<file path="src/rtl/pwmcap_pkg.sv">
package pwmcap_pkg;
  typedef enum logic [1:0] {
    ST_IDLE   = 2'd0,
    ST_FIRST  = 2'd1,
    ST_SECOND = 2'd2
  } meas_state_e;
endpackage

</file>
<file path="src/rtl/pwmcap_sync_edge.sv">
module pwmcap_sync_edge (
  input  logic clk,
  input  logic rst_n,
  input  logic pin,
  output logic rise,
  output logic fall
);
  logic s1, s2, s3;

  always_ff @(posedge clk or negedge rst_n) begin
    if (!rst_n) begin
      s1 <= 1'b0;
      s2 <= 1'b0;
      s3 <= 1'b0;
    end else begin
      s1 <= pin;
      s2 <= s1;
      s3 <= s2;
    end
  end

  assign rise = s2 & ~s3;
  assign fall = ~s2 & s3;
endmodule

</file>
<file path="src/rtl/pwmcap_timebase.sv">
module pwmcap_timebase #(
  parameter int CNT_W   = 16,
  parameter int CNT_MAX = 2 ** CNT_W,
  parameter int PSC_W   = 16
) (
  input  logic             clk,
  input  logic             rst_n,
  input  logic             clr,
  input  logic             run,
  input  logic [PSC_W-1:0] psc,
  output logic [CNT_W-1:0] cnt
);
  localparam logic [CNT_W-1:0] CNT_LAST = CNT_W'(CNT_MAX - 1);

  logic [PSC_W-1:0] div;

  always_ff @(posedge clk or negedge rst_n) begin
    if (!rst_n) begin
      div <= '0;
      cnt <= '0;
    end else if (clr) begin
      div <= '0;
      cnt <= '0;
    end else if (run) begin
      if (div == psc) begin
        div <= '0;
        cnt <= (cnt == CNT_LAST) ? '0 : cnt + 1'b1;
      end else begin
        div <= div + 1'b1;
      end
    end
  end
endmodule

</file>
<file path="src/rtl/pwmcap_edge_gate.sv">
module pwmcap_edge_gate (
  input  logic       clk,
  input  logic       rst_n,
  input  logic       clr,
  input  logic       en,
  input  logic       edge_in,
  input  logic [1:0] sel,
  output logic       latch
);
  logic [2:0] ecnt;
  logic [2:0] mask;

  always_comb begin
    case (sel)
      2'd0:    mask = 3'd0;
      2'd1:    mask = 3'd1;
      2'd2:    mask = 3'd3;
      default: mask = 3'd7;
    endcase
  end

  assign latch = en && edge_in && (ecnt == 3'd0);

  always_ff @(posedge clk or negedge rst_n) begin
    if (!rst_n)              ecnt <= 3'd0;
    else if (clr)            ecnt <= 3'd0;
    else if (en && edge_in)  ecnt <= (ecnt + 3'd1) & mask;
  end
endmodule

</file>
<file path="src/rtl/pwmcap_top.sv">
module pwmcap_top #(
  parameter int CNT_W   = 16,
  parameter int CNT_MAX = 2 ** CNT_W,
  parameter int PSC_W   = 16,
  parameter int TMO_W   = 24
) (
  input  logic             clk,
  input  logic             rst_n,
  input  logic             pwm_in,
  input  logic             start,
  input  logic [PSC_W-1:0] psc,
  input  logic [1:0]       edge_div_sel,
  input  logic [TMO_W-1:0] tmo_limit,
  output logic             busy,
  output logic             done,
  output logic             timeout,
  output logic [CNT_W-1:0] period_o,
  output logic [CNT_W-1:0] high_o
);
  import pwmcap_pkg::*;

  localparam logic [CNT_W-1:0] CMAX_W = CNT_W'(CNT_MAX);

  // Difference with wrap: modular arithmetic in CNT_W bits is exact because
  // every true difference is below CNT_MAX.
  function automatic logic [CNT_W-1:0] wrap_diff(input logic [CNT_W-1:0] ref_v,
                                                 input logic [CNT_W-1:0] later);
    if (later >= ref_v) return later - ref_v;
    return CMAX_W - ref_v + later;
  endfunction

  // High-time corrections: late overwrite, then divided-edge start phase.
  function automatic logic [CNT_W-1:0] fix_high(input logic [CNT_W-1:0] span,
                                                input logic [CNT_W-1:0] raw,
                                                input logic [1:0]       k);
    logic [CNT_W-1:0] h;
    logic [CNT_W-1:0] per;
    h = raw;
    if (h > span) h = h - span;
    per = span >> k;
    if ((k != 2'd0) && (h >= per)) h = per - (span - h);
    return h;
  endfunction

  meas_state_e      state;
  logic [PSC_W-1:0] psc_q;
  logic [1:0]       sel_q;
  logic [TMO_W-1:0] tmo_q;
  logic [TMO_W-1:0] elapsed;
  logic [CNT_W-1:0] tick_cnt;
  logic [CNT_W-1:0] cap_a;
  logic [CNT_W-1:0] cap_b;
  logic             rise_evt, fall_evt;
  logic [1:0]       latch_vec;
  logic             cap_a_evt, cap_b_evt;
  logic             first_evt, fin_evt, tmo_evt;
  logic [CNT_W-1:0] span_c, raw_high_c;

  pwmcap_sync_edge u_sync (
    .clk  (clk),
    .rst_n(rst_n),
    .pin  (pwm_in),
    .rise (rise_evt),
    .fall (fall_evt)
  );

  pwmcap_timebase #(.CNT_W(CNT_W), .CNT_MAX(CNT_MAX), .PSC_W(PSC_W)) u_tb (
    .clk  (clk),
    .rst_n(rst_n),
    .clr  (start),
    .run  (busy),
    .psc  (psc_q),
    .cnt  (tick_cnt)
  );

  for (genvar gi = 0; gi < 2; gi++) begin : g_gate
    logic edge_src;
    assign edge_src = (gi == 0) ? rise_evt : fall_evt;
    pwmcap_edge_gate u_gate (
      .clk    (clk),
      .rst_n  (rst_n),
      .clr    (start),
      .en     (busy),
      .edge_in(edge_src),
      .sel    (sel_q),
      .latch  (latch_vec[gi])
    );
  end

  assign busy       = (state != ST_IDLE);
  assign cap_a_evt  = latch_vec[0];
  assign cap_b_evt  = latch_vec[1];
  assign first_evt  = cap_a_evt && (state == ST_FIRST);
  assign fin_evt    = cap_a_evt && (state == ST_SECOND);
  assign tmo_evt    = busy && !fin_evt && (elapsed == tmo_q);

  // Closing pair: cap_a still holds t0, tick_cnt is t2, cap_b is t1.
  assign span_c     = wrap_diff(cap_a, tick_cnt);
  assign raw_high_c = wrap_diff(cap_a, cap_b);

  always_ff @(posedge clk or negedge rst_n) begin
    if (!rst_n) begin
      cap_a <= '0;
      cap_b <= '0;
    end else if (start) begin
      cap_a <= '0;
      cap_b <= '0;
    end else begin
      if (cap_a_evt) cap_a <= tick_cnt;
      if (cap_b_evt) cap_b <= tick_cnt;
    end
  end

  always_ff @(posedge clk or negedge rst_n) begin
    if (!rst_n) begin
      state    <= ST_IDLE;
      psc_q    <= '0;
      sel_q    <= 2'd0;
      tmo_q    <= '0;
      elapsed  <= '0;
      done     <= 1'b0;
      timeout  <= 1'b0;
      period_o <= '0;
      high_o   <= '0;
    end else if (start) begin
      state    <= ST_FIRST;
      psc_q    <= psc;
      sel_q    <= edge_div_sel;
      tmo_q    <= tmo_limit;
      elapsed  <= '0;
      done     <= 1'b0;
      timeout  <= 1'b0;
      period_o <= '0;
      high_o   <= '0;
    end else if (busy) begin
      elapsed <= elapsed + 1'b1;
      if (fin_evt) begin
        state    <= ST_IDLE;
        done     <= 1'b1;
        period_o <= span_c >> sel_q;
        high_o   <= fix_high(span_c, raw_high_c, sel_q);
      end else if (tmo_evt) begin
        state   <= ST_IDLE;
        timeout <= 1'b1;
      end else if (first_evt) begin
        state <= ST_SECOND;
      end
    end
  end
endmodule

</file>
<file path="config.mk">
export PLATFORM = sky130hd
export DESIGN_NAME = pwmcap_top
export DESIGN_NICKNAME = d
export VERILOG_FILES = /design/src/rtl/pwmcap_pkg.sv /design/src/rtl/pwmcap_sync_edge.sv /design/src/rtl/pwmcap_timebase.sv /design/src/rtl/pwmcap_edge_gate.sv /design/src/rtl/pwmcap_top.sv
export SDC_FILE = /design/constraint.sdc
export NUM_CORES = 1
export LEC_CHECK = 0
export ABC_CLOCK_PERIOD_IN_PS = 10700
export BUFFER_PORTS_ARGS = -buffer_cell sky130_fd_sc_hd__clkbuf_2
export CAP_MARGIN = 40
export CORE_MARGIN = 3
export CORE_UTILIZATION = 42
export CTS_CLUSTER_SIZE = 10
export DETAILED_ROUTE_END_ITERATION = 6
export GPL_TIMING_DRIVEN = 0
export PLACE_DENSITY_LB_ADDON = 0.08
export SYNTH_ARGS = -nofsm -noshare
export SYNTH_HDL_FRONTEND = slang
export SYNTH_HIERARCHICAL = 1
export SYNTH_SLANG_ARGS = --single-unit
</file>
<file path="constraint.sdc">
create_clock -name clk -period 10.7 [get_ports clk]
set_input_delay 2.14 -clock clk [delete_from_list [all_inputs] [get_ports clk]]
set_output_delay 2.14 -clock clk [all_outputs]
set_load 0.05 [all_outputs]
</file>
==> flow_metrics.py <==
metrics = {
    "clocking": {
        "cts_buffers": 17,
        "htreeDepth": 4,
        "clk_pin_slew_ns": 0.08,
        "ctsResizeCount": 0,
        "clockBufferDepth": 2,
        "cts_hold_buf": 0,
        "cts_sinks": 175,
        "cts-root-buf": "clkbuf_16",
        "clkLatencyLatePin_ns": 0.45,
        "post_cts_buffers": 0,
        "cts_tree": "yes",
    },
    "sta": {
        "rsz0062_at_grt": "false",
        "slew_headroom_pct": 42.3,
        "finalHoldViolations": 0,
        "worst_pin_slew_ns": 0.865,
        "fin_tns_setup_ns": 0,
        "min_period_over_period_pct": 92.3,
        "finalClockSkew_ns": 0.0145,
        "slew_violations": 0,
        "max_freq_mhz": 101,
        "setup_violations": 0,
        "final.min_clock_period_ns": 9.88,
    },
    "finish": {
        "drive_gt1_share_pct": 12.5,
        "final_cells": 2188,
        "areaGrowthSynthToFinish_pct": 11.1,
        "fillers": 3383,
        "antenna_cells": 0,
        "nNetsFinal": 1917,
    },
    "synthesis": {
        "synth_seq_cells": 175,
        "yosysTopAreaCell": "dfrtp_1",
        "yosys_warnings": 6,
        "yosysUniqueCellTypes": 87,
        "async_reset_ff_share_pct": 100,
        "synthAdderAreaFrac_pct": 13.5,
        "synth_area_leaders": "dfrtp_1 (30%), ha_1 (11%), xor2_1 (4.8%)",
        "netlist_instances": 1625,
        "synth-xor-area-share_pct": 9.73,
        "syn-cell-area_mm2": 0.0146,
        "synth_mux_area_share_pct": 9.04,
        "synth_top_area_share_pct": 30.1,
        "synthFlopType": "dfrtp_1",
        "synth_edf_count": 0,
        "syn-num-nets": 1815,
        "synth_area_per_cell_um2": 8.96,
        "synth_top_family_by_area": "simple AND/OR/NAND/NOR gates",
        "yosys.area_share.simple_pct": 16.9,
        "seq_area_frac_synth_pct": 30.1,
        "synth-compound-area-share_pct": 16.4,
    },
    "run_status": {
        "status": "complete, no violations",
    },
    "critical_path": {
        "endpoint_kind": "flip-flop",
        "cp_slowest_stage_delay_ns": 0.60,
        "worstSetupPathType": "reg -> reg",
        "start_kind": "flip-flop",
        "crit_arrival_ns": 10.22,
        "slowest_stage": "dfrtp_1",
        "cp_max_fo": 10,
        "cp.required_ns": 11.04,
    },
    "global_routing": {
        "use_met3_pct": 3.91,
        "grt_max_degree": 94,
        "grt_pass1_vias": 11792,
        "grt.busiest_layer": "met2",
        "grt_overflow": 0,
        "antenna_found_initial": 1,
        "grt.total_usage_pct": 22.3,
        "grt_pass1_wl_um": 64600,
        "grt_use_met2_pct": 36.0,
        "grt_use_met1_pct": 31.3,
    },
    "placed_design": {
        "place_congestion": 0.888,
        "dp.cells": 2156,
        "dp_hpwl_um": 31500,
        "numPortBuffers": 80,
    },
    "floorplanning": {
        "die_w_um": 192,
        "io_pins": 81,
        "core_area_mm2": 0.0339,
        "die_y_um": 192,
        "start_util_pct": 43.0,
        "fp-row-count": 67,
        "die_area_mm2": 0.0369,
    },
    "power_and_ir_drop": {
        "vdd_drop_max_mv": 0.421,
        "p_leak_nw": 7.54,
        "power.density_mw_per_mm2": 315,
    },
    "route": {
        "drt_iter0_markers": 765,
        "drc": 0,
        "drtAntennaViolNets": 0,
        "wl_um": 40100,
        "avgRoutedWirePerCell_um": 18.3,
        "vias": 12156,
        "avgViaCountPerCell": 5.56,
        "dr.pass1.iters": 6,
    },
    "job": {
        "maxCapViolCount": 0,
    },
    "worst_hold_path": {
        "holdCritPathClass": "reg -> reg",
    },
}
==> layer usage <==
| layer | vias to the layer above | wire (um) |
|---|---|---|
| li1 | 6012 | - |
| met1 | 5863 | 19400 |
| met2 | 244 | 18400 |
| met3 | 37 | 1640 |
| met4 | 0 | 602 |
| met5 | - | 0 |
==> cell type report <==
class                      instances  area (um2)  share of cell area [%]
sequential                       175        4380                    27.1
buffer                            51         218                    1.35
clock buffer                      18         439                    2.72
clock inverter                    14         148                   0.913
tap                              448         561                    3.47
inverter                         110         413                    2.55
timing repair buffer              83         467                    2.89
multi-input combinational       1289        9550                    59.0
==> state kept, by name, summed over array words and instances, names as in the netlist, 6 cells and up <==
name,count
tmo_q,24
cap_a,16
u_tb/div,16
period_o,16
psc_q,16
g_gate.u_gate/ecnt,6
cap_b,16
u_tb/cnt,16
elapsed,24
high_o,16
==> cell families (layout without fill, tap and decap cells) <==
logic type / Yosys count / in the layout
simple gates: 490 / 490
buf+inv: 161 / 276
fa+ha+maj: 147 / 147
mux: 124 / 124
xor+xnor: 160 / 160
compound gates: 368 / 368
flops: 175 / 175
==> cells in the mapped netlist (23+ instances only) <==
| cell type | number |
|---|---|
| ha_1 | 126 |
| nor3_1 | 24 |
| nand2b_1 | 23 |
| o21ai_0 | 80 |
| nor2_1 | 165 |
| mux2i_1 | 69 |
| mux2_2 | 53 |
| a21oi_1 | 108 |
| a21o_1 | 27 |
| xor2_1 | 80 |
| dfrtp_1 | 175 |
| nand4_1 | 25 |
| nand2_1 | 83 |
| clkbuf_1 | 35 |
| inv_1 | 107 |
| xnor2_1 | 78 |
| nand3_1 | 49 |
==> power by group <==
part           internal [W]  switching, W
Combinational       0.00157       0.00216
Sequential         0.000690     0.0000425
Clock              0.000317      0.000315
Total               0.00258       0.00252
==> worst max-delay path, delay by kind of cell (launching register included) <==
kind,cells,cell delay (ns)
compound gates,22,4.85
fa+ha+maj,7,1.97
buf+inv,7,0.97
mux,2,0.85
flops,1,0.60
simple gates,5,0.52
==> path summary, 6_finish.rpt <==
check                              to   startpoint  cells after the start  slack (ns)
max                        high_o[14]  u_tb/cnt[0]                     43        0.82
min                         u_sync/s2    u_sync/s1                      0        0.36
max reg2reg                high_o[14]  u_tb/cnt[0]                     43        0.82
min reg2reg                 u_sync/s2    u_sync/s1                      0        0.36
max in group asynchronous   tmo_q[21]        rst_n                      2        8.03
min in group asynchronous    cap_b[3]        rst_n                      1        1.70
==> per-stage QoR <==
| stage | hold WS (ns) | util, % | power, W | worst slack, ns | area (um2) |
|---|---|---|---|---|---|
| floorplan | 0.331 | - | 0.00367 | 2.75 | 14600 |
| global placement | 0.334 | 45.8 | 0.00442 | 0.899 | 15500 |
| detailed placement | 0.344 | 46.0 | 0.00444 | 0.905 | 15600 |
| CTS | 0.361 | 47.8 | 0.00511 | 0.801 | 16200 |
| global route | 0.366 | 47.8 | 0.00566 | 0.0467 | 16200 |
| finish | 0.356 | 47.8 | 0.00510 | 0.821 | 16200 |
==> cells in the final DEF, fill, tap and decap left out, types with 12 or more instances in the layout <==
master,Yosys,final
a31oi_1,22,22
o21bai_1,13,13
a211oi_1,22,22
ha_1,126,126
mux2_2,53,53
nand2_1,83,83
fa_1,18,18
xor2_1,80,80
clkbuf_16,0,17
nor4_1,12,12
a21oi_1,108,108
nor2_1,165,165
nand2b_1,23,23
mux2i_1,69,69
nand4_1,25,25
inv_1,107,107
o21ai_0,80,80
a21o_1,27,27
nor3_1,24,24
or3_1,16,16
and2_1,13,13
and3_1,17,17
xnor2_1,78,78
clkbuf_1,35,35
clkbuf_2,2,81
nand3_1,49,49
nor2b_1,19,19
dfrtp_1,175,175
Note: power is estimated with default switching activity, not from simulation.
